## src/rtl/ioc_sysreg_pkg.sv

```systemverilog
// Package: offsets and sizes shared by the system register block.
// Assumes an 8-bit byte offset bus; all lanes are one byte wide.
package ioc_sysreg_pkg;
    localparam int ADDR_W  = 8;
    localparam int BYTE_W  = 8;
    localparam int PINS    = 16;
    localparam int LANES   = 3;
    localparam int SRC_N   = 8;

    localparam logic [ADDR_W-1:0] OFS_REV    = 8'h08;
    localparam logic [ADDR_W-1:0] OFS_STAT   = 8'h50;
    localparam logic [ADDR_W-1:0] OFS_MASK   = 8'h52;
    localparam logic [ADDR_W-1:0] OFS_ROUTE  = 8'h54;
    localparam logic [ADDR_W-1:0] OFS_DAT0   = 8'h78;
    localparam logic [ADDR_W-1:0] OFS_OE0    = 8'h7C;

    // Sub-interrupt source numbering
    localparam int SRC_FLASH   = 0;
    localparam int SRC_CARD    = 1;
    localparam int SRC_USBH    = 2;
    localparam int SRC_SERIAL  = 3;
    localparam int SRC_DISPLAY = 4;
endpackage

```

## src/rtl/ioc_gpio_out.sv

```systemverilog
// Module: output port with lane-written data and enable registers.
// Drives data AND enable per pin and strobes the pins whose driven
// level changes on a write. Assumes at most one lane written per cycle
// per register and PINS <= LANES*BYTE_W.
module ioc_gpio_out #(
    parameter int PINS   = 16,
    parameter int LANES  = 3,
    parameter int BYTE_W = 8
) (
    input  logic                    clk,
    input  logic                    rst_n,
    input  logic [LANES-1:0]        dat_we,
    input  logic [LANES-1:0]        oe_we,
    input  logic [BYTE_W-1:0]       wdata,
    output logic [LANES*BYTE_W-1:0] dat_q,
    output logic [LANES*BYTE_W-1:0] oe_q,
    output logic [PINS-1:0]         pin_level,
    output logic [PINS-1:0]         pin_chg
);
    localparam int STORE_W = LANES * BYTE_W;

    logic [STORE_W-1:0] dat_n;
    logic [STORE_W-1:0] oe_n;
    logic [PINS-1:0]    eff_n;
    logic               any_we;

    // Next-state values with the addressed lane replaced.
    for (genvar l = 0; l < LANES; l++) begin : g_lane
        assign dat_n[l*BYTE_W +: BYTE_W] = dat_we[l] ? wdata : dat_q[l*BYTE_W +: BYTE_W];
        assign oe_n[l*BYTE_W +: BYTE_W]  = oe_we[l]  ? wdata : oe_q[l*BYTE_W +: BYTE_W];
    end

    assign eff_n  = dat_n[PINS-1:0] & oe_n[PINS-1:0];
    assign any_we = |{dat_we, oe_we};

    // Lane storage for data and enable.
    always_ff @(posedge clk) begin
        if (!rst_n) begin
            dat_q <= '0;
            oe_q  <= '0;
        end else begin
            dat_q <= dat_n;
            oe_q  <= oe_n;
        end
    end

    // Recorded driven level and per-pin change strobe.
    always_ff @(posedge clk) begin
        if (!rst_n) begin
            pin_level <= '0;
            pin_chg   <= '0;
        end else if (any_we) begin
            pin_level <= eff_n;
            pin_chg   <= eff_n ^ pin_level;
        end else begin
            pin_chg   <= '0;
        end
    end


    chg_matches_level_chk: assert property (@(posedge clk) disable iff (!rst_n)
        (|pin_chg) |-> ((pin_level ^ $past(pin_level)) == pin_chg));


    no_write_no_chg_chk: assert property (@(posedge clk) disable iff (!rst_n)
        !any_we |=> (pin_chg == '0));


    dat_hold_chk: assert property (@(posedge clk) disable iff (!rst_n)
        (dat_we == '0) |=> $stable(dat_q));


    oe_hold_chk: assert property (@(posedge clk) disable iff (!rst_n)
        (oe_we == '0) |=> $stable(oe_q));


    level_within_oe_chk: assert property (@(posedge clk) disable iff (!rst_n)
        (pin_level & ~oe_q[PINS-1:0]) == '0);
endmodule

```

## src/rtl/ioc_irq_ctl.sv

```systemverilog
// Module: sticky interrupt status with write-one-to-clear and a mask.
// A source high at an edge sets its bit; a set beats a clear in the
// same cycle. Host line is the OR of unmasked status bits.
module ioc_irq_ctl #(
    parameter int SRC_N = 8
) (
    input  logic             clk,
    input  logic             rst_n,
    input  logic [SRC_N-1:0] src,
    input  logic             clr_we,
    input  logic             mask_we,
    input  logic [SRC_N-1:0] wdata,
    output logic [SRC_N-1:0] status_q,
    output logic [SRC_N-1:0] mask_q,
    output logic             host_irq
);
    logic [SRC_N-1:0] clr_bits;

    assign clr_bits = clr_we ? wdata : '0;

    // Status bits: clear on written ones, then set by live sources.
    always_ff @(posedge clk) begin
        if (!rst_n) status_q <= '0;
        else        status_q <= (status_q & ~clr_bits) | src;
    end

    // Mask register.
    always_ff @(posedge clk) begin
        if (!rst_n)       mask_q <= '0;
        else if (mask_we) mask_q <= wdata;
    end

    // Combined host interrupt.
    assign host_irq = |(status_q & mask_q);


    src_sets_chk: assert property (@(posedge clk) disable iff (!rst_n)
        (|src) |=> ((status_q & $past(src)) == $past(src)));


    clr_clears_chk: assert property (@(posedge clk) disable iff (!rst_n)
        (|(clr_bits & ~src)) |=> ((status_q & $past(clr_bits & ~src)) == '0));
endmodule

```

## src/rtl/ioc_sysreg.sv

```systemverilog
// Module: top of the system register block. Decodes the byte bus,
// muxes read data and hosts the output port and interrupt units.
// Assumes single-byte accesses; reads are combinational and free of
// side effects.
module ioc_sysreg
    import ioc_sysreg_pkg::*;
#(
    parameter logic [7:0] REV_ID = 8'h03
) (
    input  logic              clk,
    input  logic              rst_n,
    input  logic              bus_wr,
    input  logic              bus_rd,
    input  logic [ADDR_W-1:0] bus_addr,
    input  logic [BYTE_W-1:0] bus_wdata,
    output logic [BYTE_W-1:0] bus_rdata,
    input  logic [SRC_N-1:0]  irq_src,
    output logic              host_irq,
    output logic [PINS-1:0]   pin_level,
    output logic [PINS-1:0]   pin_chg
);
    localparam int STORE_W = LANES * BYTE_W;

    logic [LANES-1:0]   dat_we;
    logic [LANES-1:0]   oe_we;
    logic [STORE_W-1:0] dat_q;
    logic [STORE_W-1:0] oe_q;
    logic [SRC_N-1:0]   status_q;
    logic [SRC_N-1:0]   mask_q;
    logic [BYTE_W-1:0]  route_q;
    logic               clr_we;
    logic               mask_we;
    logic [BYTE_W-1:0]  rd_val;

    // Lane write decode.
    for (genvar l = 0; l < LANES; l++) begin : g_dec
        assign dat_we[l] = bus_wr && (bus_addr == OFS_DAT0 + ADDR_W'(l));
        assign oe_we[l]  = bus_wr && (bus_addr == OFS_OE0 + ADDR_W'(l));
    end
    assign clr_we  = bus_wr && (bus_addr == OFS_STAT);
    assign mask_we = bus_wr && (bus_addr == OFS_MASK);

    // Routing byte storage.
    always_ff @(posedge clk) begin
        if (!rst_n)                               route_q <= '0;
        else if (bus_wr && bus_addr == OFS_ROUTE) route_q <= bus_wdata;
    end

    // Read data mux; unmapped offsets read zero.
    always_comb begin
        rd_val = '0;
        if (bus_addr == OFS_REV)   rd_val = REV_ID;
        if (bus_addr == OFS_STAT)  rd_val = BYTE_W'(status_q);
        if (bus_addr == OFS_MASK)  rd_val = BYTE_W'(mask_q);
        if (bus_addr == OFS_ROUTE) rd_val = route_q;
        for (int l = 0; l < LANES; l++) begin
            if (bus_addr == OFS_DAT0 + ADDR_W'(l)) rd_val = dat_q[l*BYTE_W +: BYTE_W];
            if (bus_addr == OFS_OE0 + ADDR_W'(l))  rd_val = oe_q[l*BYTE_W +: BYTE_W];
        end
    end
    assign bus_rdata = bus_rd ? rd_val : '0;

    ioc_gpio_out #(.PINS(PINS), .LANES(LANES), .BYTE_W(BYTE_W)) u_gpio (
        .clk       (clk),
        .rst_n     (rst_n),
        .dat_we    (dat_we),
        .oe_we     (oe_we),
        .wdata     (bus_wdata),
        .dat_q     (dat_q),
        .oe_q      (oe_q),
        .pin_level (pin_level),
        .pin_chg   (pin_chg)
    );

    ioc_irq_ctl #(.SRC_N(SRC_N)) u_irq (
        .clk      (clk),
        .rst_n    (rst_n),
        .src      (irq_src),
        .clr_we   (clr_we),
        .mask_we  (mask_we),
        .wdata    (bus_wdata[SRC_N-1:0]),
        .status_q (status_q),
        .mask_q   (mask_q),
        .host_irq (host_irq)
    );


    route_hold_chk: assert property (@(posedge clk) disable iff (!rst_n)
        !(bus_wr && bus_addr == OFS_ROUTE) |=> $stable(route_q));
endmodule

```

## config.mk

```make
export PLATFORM = sky130hd
export DESIGN_NAME = ioc_sysreg
export DESIGN_NICKNAME = d
export VERILOG_FILES = /design/src/rtl/ioc_sysreg_pkg.sv /design/src/rtl/ioc_gpio_out.sv /design/src/rtl/ioc_irq_ctl.sv /design/src/rtl/ioc_sysreg.sv
export SDC_FILE = /design/constraint.sdc
export NUM_CORES = 1
export LEC_CHECK = 0
export BUFFER_PORTS_ARGS = -buffer_cell sky130_fd_sc_hd__buf_2
export CAP_MARGIN = 0
export CORE_ASPECT_RATIO = 0.5
export CORE_UTILIZATION = 35
export CTS_CLUSTER_SIZE = 40
export DETAILED_ROUTE_END_ITERATION = 16
export PLACE_DENSITY = 0.55
export SYNTH_ARGS = -nofsm -noshare
export SYNTH_HDL_FRONTEND = slang
export SYNTH_SLANG_ARGS = --single-unit
```

## constraint.sdc

```tcl
create_clock -name clk -period 7.1 [get_ports clk]
set_input_delay 1.42 -clock clk [delete_from_list [all_inputs] [get_ports clk]]
set_output_delay 1.42 -clock clk [all_outputs]
set_load 0.02 [all_outputs]
```

==> flow_metrics.py, run 1 <==
metrics = {
    "critical_path": {
        "slowest_stage": "nor4_1",
        "cp.depth": 6,
        "cp_cell_sequence": "buf_2, nand2b_1, nor4_1, a222oi_1, a21oi_1, buf_2",
        "timing.rr.start": "u_gpio.oe_q[8]",
        "crit_path_max_incr_delay_ps": 780,
        "critical_path_buf_inv_count": 2,
        "worstPathMaxFanout": 20,
        "startpoint": "bus_addr[1]",
        "worst-setup-path-type": "input port to primary output",
        "end_kind": "primary output",
        "critical_path_arrival_ps": 3590,
        "cp_common_cell": "buf_2",
        "ff2ff_path_depth": 4,
        "endpoint": "bus_rdata[3]",
        "worstPathRequired_ps": 5680,
        "r2r_end": "u_gpio.pin_chg[8]",
        "ff2ff_setup_slack_ps": 5710,
        "cp_top_family": "simple AND/OR/NAND/NOR gates",
        "critPathLaunchType": "input port",
    },
    "placed_design": {
        "place_congestion": 0.913,
        "dp_hpwl_um": 11500,
        "place_ws_ps": 2230,
        "dp.cells": 836,
        "portBuffers": 68,
        "place_area_um2": 5910,
    },
    "yosys": {
        "yosysSeqAreaShare_pct": 37.8,
        "ys_seq_elements": 104,
        "netlist_instances": 620,
        "syn_nets": 648,
        "synth.yosys.warnings": 0,
        "synth_flop_cell": "dfxtp_1",
        "synth-edff-count": 0,
        "async_flop_share_pct": 0,
        "syn-cell-area_um2": 5510,
        "synth_cell_types": 54,
        "avgSynthCellArea_um2": 8.89,
    },
    "detailed_routing": {
        "via_per_inst": 5.68,
        "wire_per_inst_um": 19.7,
        "drtPass1Iterations": 12,
        "ant_nets": 0,
        "drt_first_iter_violations": 444,
        "drc": 0,
        "routed_wl_um": 16800,
        "vias": 4841,
    },
    "finish": {
        "nFillCells": 1516,
        "antenna-diode-count": 0,
        "drive_above_1_share_pct": 17.1,
        "syn2layout_area_growth_pct": 13.0,
        "nNetsFinal": 677,
        "instances_no_fill": 852,
        "finalInstanceArea_um2": 6230,
    },
    "clocking": {
        "htreeDepth": 3,
        "clock_sinks": 104,
        "clk_pin_slew_worst_paths_ps": 70,
        "root_buffer": "clkbuf_16",
        "post_cts_resized": 0,
        "clk_latency_ps": 360,
        "post_cts_buffers": 0,
        "cts_buffer_depth": 2,
        "cts_tree": "yes",
        "cts_hold_buf": 0,
        "numCtsBuffers": 9,
    },
    "pwr": {
        "power_density_nw_per_um2": 194,
        "power.leakage_nw": 2.32,
        "vdd_drop_max_v": 0.000110,
    },
    "timing": {
        "hold_violations": 0,
        "period_needed_ps": 5010,
        "worst_slew_pin_slew_ps": 1140,
        "hold_slack_ps": 490,
        "maxSlewViolCount": 0,
        "worst_slack_ps": 2090,
        "fmax_mhz": 200,
        "rsz0062_at_grt": "no",
        "clock_skew_ps": 7.29,
        "period_share_pct": 70.5,
        "slew_headroom_pct": 24.2,
        "setup_violations": 0,
        "finalSetupTns_ps": 0,
    },
    "global_route": {
        "grt_pass1_wl_um": 26400,
        "grt_antenna_before_repair": 1,
        "gr-usage-all-layers_pct": 21.0,
        "overflow": 0,
        "grt_pass1_vias": 4452,
        "grt_max_degree": 76,
    },
    "floorplan": {
        "dieWidth_um": 179,
        "initial_core_util_pct": 37.0,
        "dieArea_um2": 16300,
        "coreArea_um2": 14900,
        "num_io_pins": 69,
        "fp-row-count": 31,
        "die_h_um": 90.7,
    },
    "job": {
        "drv_cap": 0,
    },
    "run_status": {
        "outcome": "completed",
    },
    "hold_path": {
        "worstHoldPathType": "register to register",
    },
}
## where the power goes
part           total (mW)  internal, mW  switching [mW]
Combinational      0.0868        0.0278          0.0590
Sequential          0.590         0.586         0.00359
Clock               0.534         0.295           0.239
Total                1.21         0.909           0.301
## state kept, by name, indices dropped and copies added, names as in the netlist
| name | cells |
|---|---|
| u_gpio.oe_q | 24 |
| u_gpio.dat_q | 24 |
| u_gpio.pin_level | 16 |
| u_gpio.pin_chg | 16 |
| route_q | 8 |
| u_irq.status_q | 8 |
| u_irq.mask_q | 8 |
## metrics by stage
stage	total power, mW	util, %
finish	1.21	41.8
global route	1.25	41.8
CTS	1.22	41.8
detailed placement	0.689	39.7
global placement	0.689	39.7
floorplan	0.660	-
## kinds of logic (layout without fill, tap and decap cells)
family	after synthesis	after routing	share of synthesized area, %
AO/OA/AOI/OAI	143	143	18.1
flip-flops	104	104	37.8
AND/OR/NAND/NOR	221	221	23.7
buffers and inverters	69	103	5.06
multiplexers	83	83	15.3
## cell usage in the layout, fill, tap and decap left out, drive strengths merged, types with 15 or more instances in the layout
master  count
inv        15
nor2b      57
a21oi      31
mux2i      71
dfxtp     104
nand2      46
nor3       23
o21ai      18
buf        73
a21boi     18
nor2       16
## Yosys cell counts (7+ instances only)
master	number	share of area [%]
a21boi_0	16	2.2
a21o_1	8	1.1
a21oi_1	31	2.8
a2bb2oi_1	8	1.3
and3_1	9	1.0
buf_2	9	0.82
clkbuf_1	41	2.8
dfxtp_1	104	38
inv_1	14	0.95
mux2_2	12	2.5
mux2i_1	71	13
nand2_1	46	3.1
nand2b_1	9	1.0
nand3_1	8	0.73
nand4_1	10	1.1
nor2_1	16	1.1
nor2b_1	57	6.5
nor3_1	20	1.8
nor4_1	12	1.4
o211ai_1	8	1.1
o21a_1	9	1.2
o21ai_0	18	1.6
o22ai_1	7	0.79
o2bb2ai_1	8	1.3
## routing by layer
layer	share of wire, %	vias up	track usage (%)
met5	0.048	-	0
met4	1.1	2	4.67
met3	5.7	20	4.56
met2	41	172	29.7
met1	53	2333	31.8
li1	-	2314	-
## worst min-delay path, cell delays in order (launching register included)
cell and delay [ps]:
dfxtp_1 330, nand2_1 60, mux2i_1 60
## final cells by class
cell class / instances / area [µm²] / share of cell area, %
Multi-Input combinational cell: 447 / 3150 / 50.6
Sequential cell: 104 / 2080 / 33.4
Timing Repair Buffer: 73 / 378 / 6.07
Clock buffer: 11 / 253 / 4.06
Tap cell: 198 / 248 / 3.98
Clock inverter: 5 / 62.6 / 1.00
Inverter: 14 / 52.6 / 0.844
## worst min path at each step
stage / depth (start not counted) / start / slack (ps) / end
floorplan: 2 / u_irq.status_q[0] / 470 / u_irq.status_q[0]
global placement: 1 / u_gpio.pin_level[8] / 470 / u_gpio.pin_level[8]
detailed placement: 2 / u_gpio.pin_level[1] / 480 / u_gpio.pin_chg[1]
CTS: 2 / u_gpio.pin_level[1] / 490 / u_gpio.pin_chg[1]
global route: 1 / u_gpio.pin_level[1] / 520 / u_gpio.pin_level[1]
finish: 2 / u_gpio.pin_level[1] / 490 / u_gpio.pin_chg[1]
No activity file was read; power rests on OpenSTA's default activity.
==> run 2: changes to the inputs <==
clock period = 5.1 ns   (was 7.1 ns; I/O delays follow)
==> run 2 against run 1 <==
  * The flow now finishes with violations (DRC)
  * Clock skew down 4.4 ps
  * Worst hold slack about the same
  * Die area unchanged
  * Register-to-register slack worse by 2000 ps
  * Via count down 1.0%
  * Sequential share of layout area about the same
  * Design area down 0.14%
  * Flip-flop and latch count unchanged
  * Non-clock buffer count up 4
  * Critical endpoint is now bus_rdata[7]
  * Largest cell class unchanged
==> flow_metrics.py, run 2 (synthesis gave the netlist of run 1 again) <==
metrics = {
    "finish": {
        "regArea_um2": 2080,
        "multi_input_area_um2": 3150,
        "finalInstanceArea_um2": 6220,
        "instances_no_fill": 856,
        "syn2layout_area_growth_pct": 12.9,
        "top_regs": "u_gpio.dat_q x24, u_gpio.oe_q x24",
        "mostFrequentLayoutCells": "dfxtp_1 (104), mux2i_1 (71), buf_2 (68)",
        "drive_above_1_share_pct": 17.3,
        "nNetsFinal": 681,
        "final_common_cell": "dfxtp_1",
        "nFillCells": 1519,
        "antenna-diode-count": 0,
    },
    "critical_path": {
        "critical_path_arrival_ps": 3190,
        "critPathLaunchType": "input port",
        "worstPathRequired_ps": 4080,
        "worst-setup-path-type": "input port to primary output",
        "worstPathMaxFanout": 20,
        "end_kind": "primary output",
    },
    "timing": {
        "hold_slack_ps": 489,
        "setup_violations": 0,
        "maxSlewViolCount": 0,
        "worst_slew_pin_slew_ps": 933,
        "period_needed_ps": 4210,
        "worst_slack_ps": 890,
        "period_share_pct": 82.6,
        "finalSetupTns_ps": 0,
        "slew_headroom_pct": 37.4,
        "rsz0062_at_grt": "no",
        "clock_skew_ps": 2.86,
        "hold_violations": 0,
        "fmax_mhz": 238,
    },
    "floorplan": {
        "dieWidth_um": 179,
        "coreArea_um2": 14900,
        "initial_core_util_pct": 37.0,
        "die_h_um": 90.7,
        "dieArea_um2": 16300,
        "fp-row-count": 31,
        "num_io_pins": 69,
    },
    "pwr": {
        "p_seq_share_pct": 51.5,
        "clkPwrFrac_pct": 40.9,
        "power.leakage_nw": 2.33,
        "p_int_mw": 1.20,
        "comb_power_share_pct": 7.5,
        "vdd_drop_max_v": 0.000153,
        "switchingPower_mw": 0.394,
        "swShare_pct": 24.7,
        "power_density_nw_per_um2": 257,
    },
    "clocking": {
        "htreeDepth": 3,
        "cts_hold_buf": 0,
        "cts_tree": "yes",
        "post_cts_resized": 0,
        "numCtsBuffers": 9,
        "post_cts_buffers": 0,
        "clk_latency_ps": 340,
        "root_buffer": "clkbuf_16",
        "clock_sinks": 104,
        "cts_buffer_depth": 2,
        "clk_pin_slew_worst_paths_ps": 70,
    },
    "detailed_routing": {
        "drc": 2,
        "ant_nets": 0,
        "routed_wl_um": 16600,
        "wire_per_inst_um": 19.3,
        "vias": 4791,
        "drt_first_iter_violations": 395,
        "drtPass1Iterations": 11,
        "via_per_inst": 5.60,
    },
    "run_status": {
        "outcome": "finished, violations left",
        "violations": "DRC",
    },
    "global_route": {
        "overflow": 0,
        "grt_pass1_vias": 4317,
        "grt_max_degree": 76,
        "grt_antenna_before_repair": 0,
        "grt_pass1_wl_um": 26000,
        "gr-usage-all-layers_pct": 20.6,
    },
    "placed_design": {
        "place_area_um2": 5940,
        "place_congestion": 0.914,
        "dp_hpwl_um": 11700,
        "portBuffers": 68,
        "place_ws_ps": 925,
        "dp.cells": 840,
    },
    "job": {
        "drv_cap": 0,
    },
    "hold_path": {
        "worstHoldPathType": "register to register",
    },
}
[run 2: changes by cell type in the layout (fill, tap and decap cells not counted)]
cell	before	now
clkbuf_1	0	2
buf_4	5	9
clkinv_2	0	1
clkinv_4	1	2
clkinvlp_4	2	1
bufinv_16	1	0
inv_6	1	0
clkbuf_8	2	1
[run 2: through the flow]
step	utilization [%]	total power, mW
after global routing	41.8	1.66
after CTS	41.8	1.61
final	41.8	1.60
after floorplan	-	0.919
after global placement	39.9	0.959
after detailed placement	39.9	0.960
[run 2: cell type report]
| cell class | instances | area share [%] |
|---|---|---|
| inverter | 14 | 0.845 |
| timing repair buffer | 77 | 6.56 |
| clock buffer | 12 | 3.96 |
| tap | 198 | 3.98 |
| clock inverter | 4 | 0.483 |
| sequential | 104 | 33.5 |
| multi-input combinational | 447 | 50.7 |
[run 2: final timing paths]
kind	slack [ps]	start	endpoint	depth (start not counted)
setup / recovery	890	bus_addr[1]	bus_rdata[7]	6
hold / removal	490	u_gpio.pin_level[6]	u_gpio.pin_chg[6]	2
setup reg to reg	3680	u_gpio.oe_q[1]	u_gpio.pin_chg[1]	4
hold reg to reg	490	u_gpio.pin_level[6]	u_gpio.pin_chg[6]	2
[run 2: power groups by stage]
stage / sequential (mW) / clock (mW) / combinational [mW]
3_5_place_dp: 0.841 / 0 / 0.119
2_1_floorplan: 0.838 / 0 / 0.0810
5_1_grt: 0.822 / 0.707 / 0.129
3_3_place_gp: 0.841 / 0 / 0.119
4_1_cts: 0.822 / 0.670 / 0.119
6_report: 0.822 / 0.653 / 0.120
[run 2: critical path, cell delays in order]
cell and delay (ps):
buf_2 280, nand2b_1 400, nor4_1 750, a222oi_1 210, a21oi_1 300, buf_2 220
[run 2: per-layer routing]
| metal | up-vias | wire length, µm | track usage (%) |
|---|---|---|---|
| met5 | - | 0 | 0 |
| met3 | 14 | 991 | 3.95 |
| met4 | 0 | 136 | 4.09 |
| met1 | 2301 | 8810 | 32.0 |
| li1 | 2320 | - | - |
| met2 | 156 | 6630 | 28.8 |
==> run 3: changes to the inputs <==
clock period = 4.1 ns   (was 5.1 ns; I/O delays follow)
==> run 3 against run 2 <==
  * Non-clock buffer count increased by 5
  * Cell count increased by 0.58%
  * Power increased by 35%
  * Utilization increased by 0.66 points
  * Via count increased by 0.73%
  * The flow still finishes with violations (DRC)
  * Global-route usage increased by 0.36 points
  * Critical path depth unchanged
==> flow_metrics.py, run 3 (synthesis gave the netlist of run 1 again) <==
metrics = {
    "pwr": {
        "comb_power_share_pct": 7.0,
        "swShare_pct": 24.0,
        "p_seq_share_pct": 47.4,
        "p_int_mw": 1.64,
        "switchingPower_mw": 0.517,
        "power_density_nw_per_um2": 341,
        "finalPower_mw": 2.16,
        "clkPwrFrac_pct": 45.6,
        "power.leakage_nw": 2.38,
        "vdd_drop_max_v": 0.000193,
    },
    "critical_path": {
        "critPathLaunchType": "input port",
        "startpoint": "bus_addr[0]",
        "worst-setup-path-type": "input port to primary output",
        "cp_common_cell": "buf_2",
        "cp_top_family": "compound AO/OA/AOI/OAI gates",
        "crit_path_max_incr_delay_ps": 660,
        "critical_path_arrival_ps": 2770,
        "worstPathRequired_ps": 3280,
        "critical_path_buf_inv_count": 2,
        "slowest_stage": "or4_1",
        "end_kind": "primary output",
        "cp_cell_sequence": "buf_2, or4_1, a211oi_1, o311ai_0, a221oi_1, buf_2",
        "timing.rr.start": "u_gpio.oe_q[8]",
        "worstPathMaxFanout": 18,
    },
    "finish": {
        "mostFrequentLayoutCells": "dfxtp_1 (104), mux2i_1 (71), buf_2 (68)",
        "antenna-diode-count": 0,
        "instances_no_fill": 861,
        "final_common_cell": "dfxtp_1",
        "syn2layout_area_growth_pct": 14.7,
        "drive_above_1_share_pct": 18.3,
        "top_regs": "u_gpio.dat_q x24, u_gpio.oe_q x24",
        "nNetsFinal": 686,
        "final_util_pct": 42.4,
        "finalInstanceArea_um2": 6320,
    },
    "timing": {
        "worst_slew_pin_slew_ps": 907,
        "finalSetupTns_ps": 0,
        "period_share_pct": 87.6,
        "period_needed_ps": 3590,
        "slew_headroom_pct": 39.2,
        "setup_violations": 0,
        "clock_skew_ps": 10.3,
        "hold_violations": 0,
        "maxSlewViolCount": 0,
        "fmax_mhz": 278,
        "rsz0062_at_grt": "no",
    },
    "detailed_routing": {
        "wl_met3_um": 1050,
        "wire_per_inst_um": 19.5,
        "drc": 2,
        "routed-wl-met2_um": 6680,
        "via_per_inst": 5.61,
        "routed_wl_um": 16800,
        "ant_nets": 0,
        "vias": 4826,
        "drtPass1Iterations": 11,
        "top_layer": "met5",
        "wl_met1_um": 8860,
        "drt_first_iter_violations": 394,
    },
    "placed_design": {
        "place_congestion": 0.921,
        "place_area_um2": 5980,
        "portBuffers": 68,
        "dp.cells": 845,
        "dp_hpwl_um": 11800,
    },
    "floorplan": {
        "dieWidth_um": 179,
        "num_io_pins": 69,
        "initial_core_util_pct": 37.0,
        "fp-row-count": 31,
        "dieArea_um2": 16300,
        "die_h_um": 90.7,
        "coreArea_um2": 14900,
    },
    "clocking": {
        "cts_hold_buf": 0,
        "clock_sinks": 104,
        "htreeDepth": 3,
        "clk_latency_ps": 350,
        "root_buffer": "clkbuf_16",
        "post_cts_resized": 0,
        "cts_tree": "yes",
        "numCtsBuffers": 9,
        "post_cts_buffers": 0,
        "cts_buffer_depth": 2,
        "clk_pin_slew_worst_paths_ps": 70,
    },
    "global_route": {
        "grt_antenna_before_repair": 1,
        "gr-usage-all-layers_pct": 21.0,
        "grt_pass1_wl_um": 26400,
        "overflow": 0,
        "grt_pass1_vias": 4448,
        "grt_max_degree": 73,
    },
    "job": {
        "drv_cap": 0,
    },
    "hold_path": {
        "hp-start": "u_gpio.pin_level[6]",
        "worstHoldPathType": "register to register",
    },
    "run_status": {
        "violations": "DRC",
        "outcome": "finished, violations left",
    },
}
==> run 3: cell types whose count changed in the layout (fill, tap and decap cells not counted), sizes merged <==
cell    change
buf         +5
clkinv      -3
bufinv      +2
clkbuf      -1
inv         +2
==> run 3: through the flow <==
stage / setup slack (ps) / hold slack, ps
5_1_grt: 444 / 514
2_1_floorplan: 771 / 465
4_1_cts: 538 / 500
3_5_place_dp: 537 / 485
3_3_place_gp: 573 / 471
6_report: 509 / 492
==> run 3: layer usage <==
layer | vias to the layer above | global-route usage [%]
li1 | 2329 | -
met1 | 2326 | 31.3
met2 | 152 | 29.8
met3 | 17 | 5.00
met4 | 2 | 4.81
met5 | - | 0
==> run 3: worst min-delay path, delay by kind of cell (launching register included) <==
kind / cells / cell delay [ps]
and+or+nand+nor: 1 / 60
muxes: 1 / 60
DFF: 1 / 330
==> run 3: final timing paths <==
kind              cells past startpoint  slack (ps)                end
setup / recovery                      6         510       bus_rdata[0]
hold / removal                        2         490  u_gpio.pin_chg[6]
setup reg to reg                      4        2740  u_gpio.pin_chg[8]
hold reg to reg                       2         490  u_gpio.pin_chg[6]
==> run 3: area by class of cell <==
class	count	area, µm²
well taps	198	248
repair buffers	82	445
clock buffers	11	253
flip-flops and latches	104	2080
inverters	14	52.6
fillers	1517	8580
multi-input cells	447	3150
clock inverters	5	85.1
==> run 3: power by group through the flow <==
stage	Clock [mW]	Sequential, mW	Combinational, mW
after floorplan	0	1.04	0.101
after global placement	0	1.04	0.149
after detailed placement	0	1.05	0.149
after CTS	1.00	1.02	0.149
after global routing	1.04	1.02	0.163
final	0.983	1.02	0.151
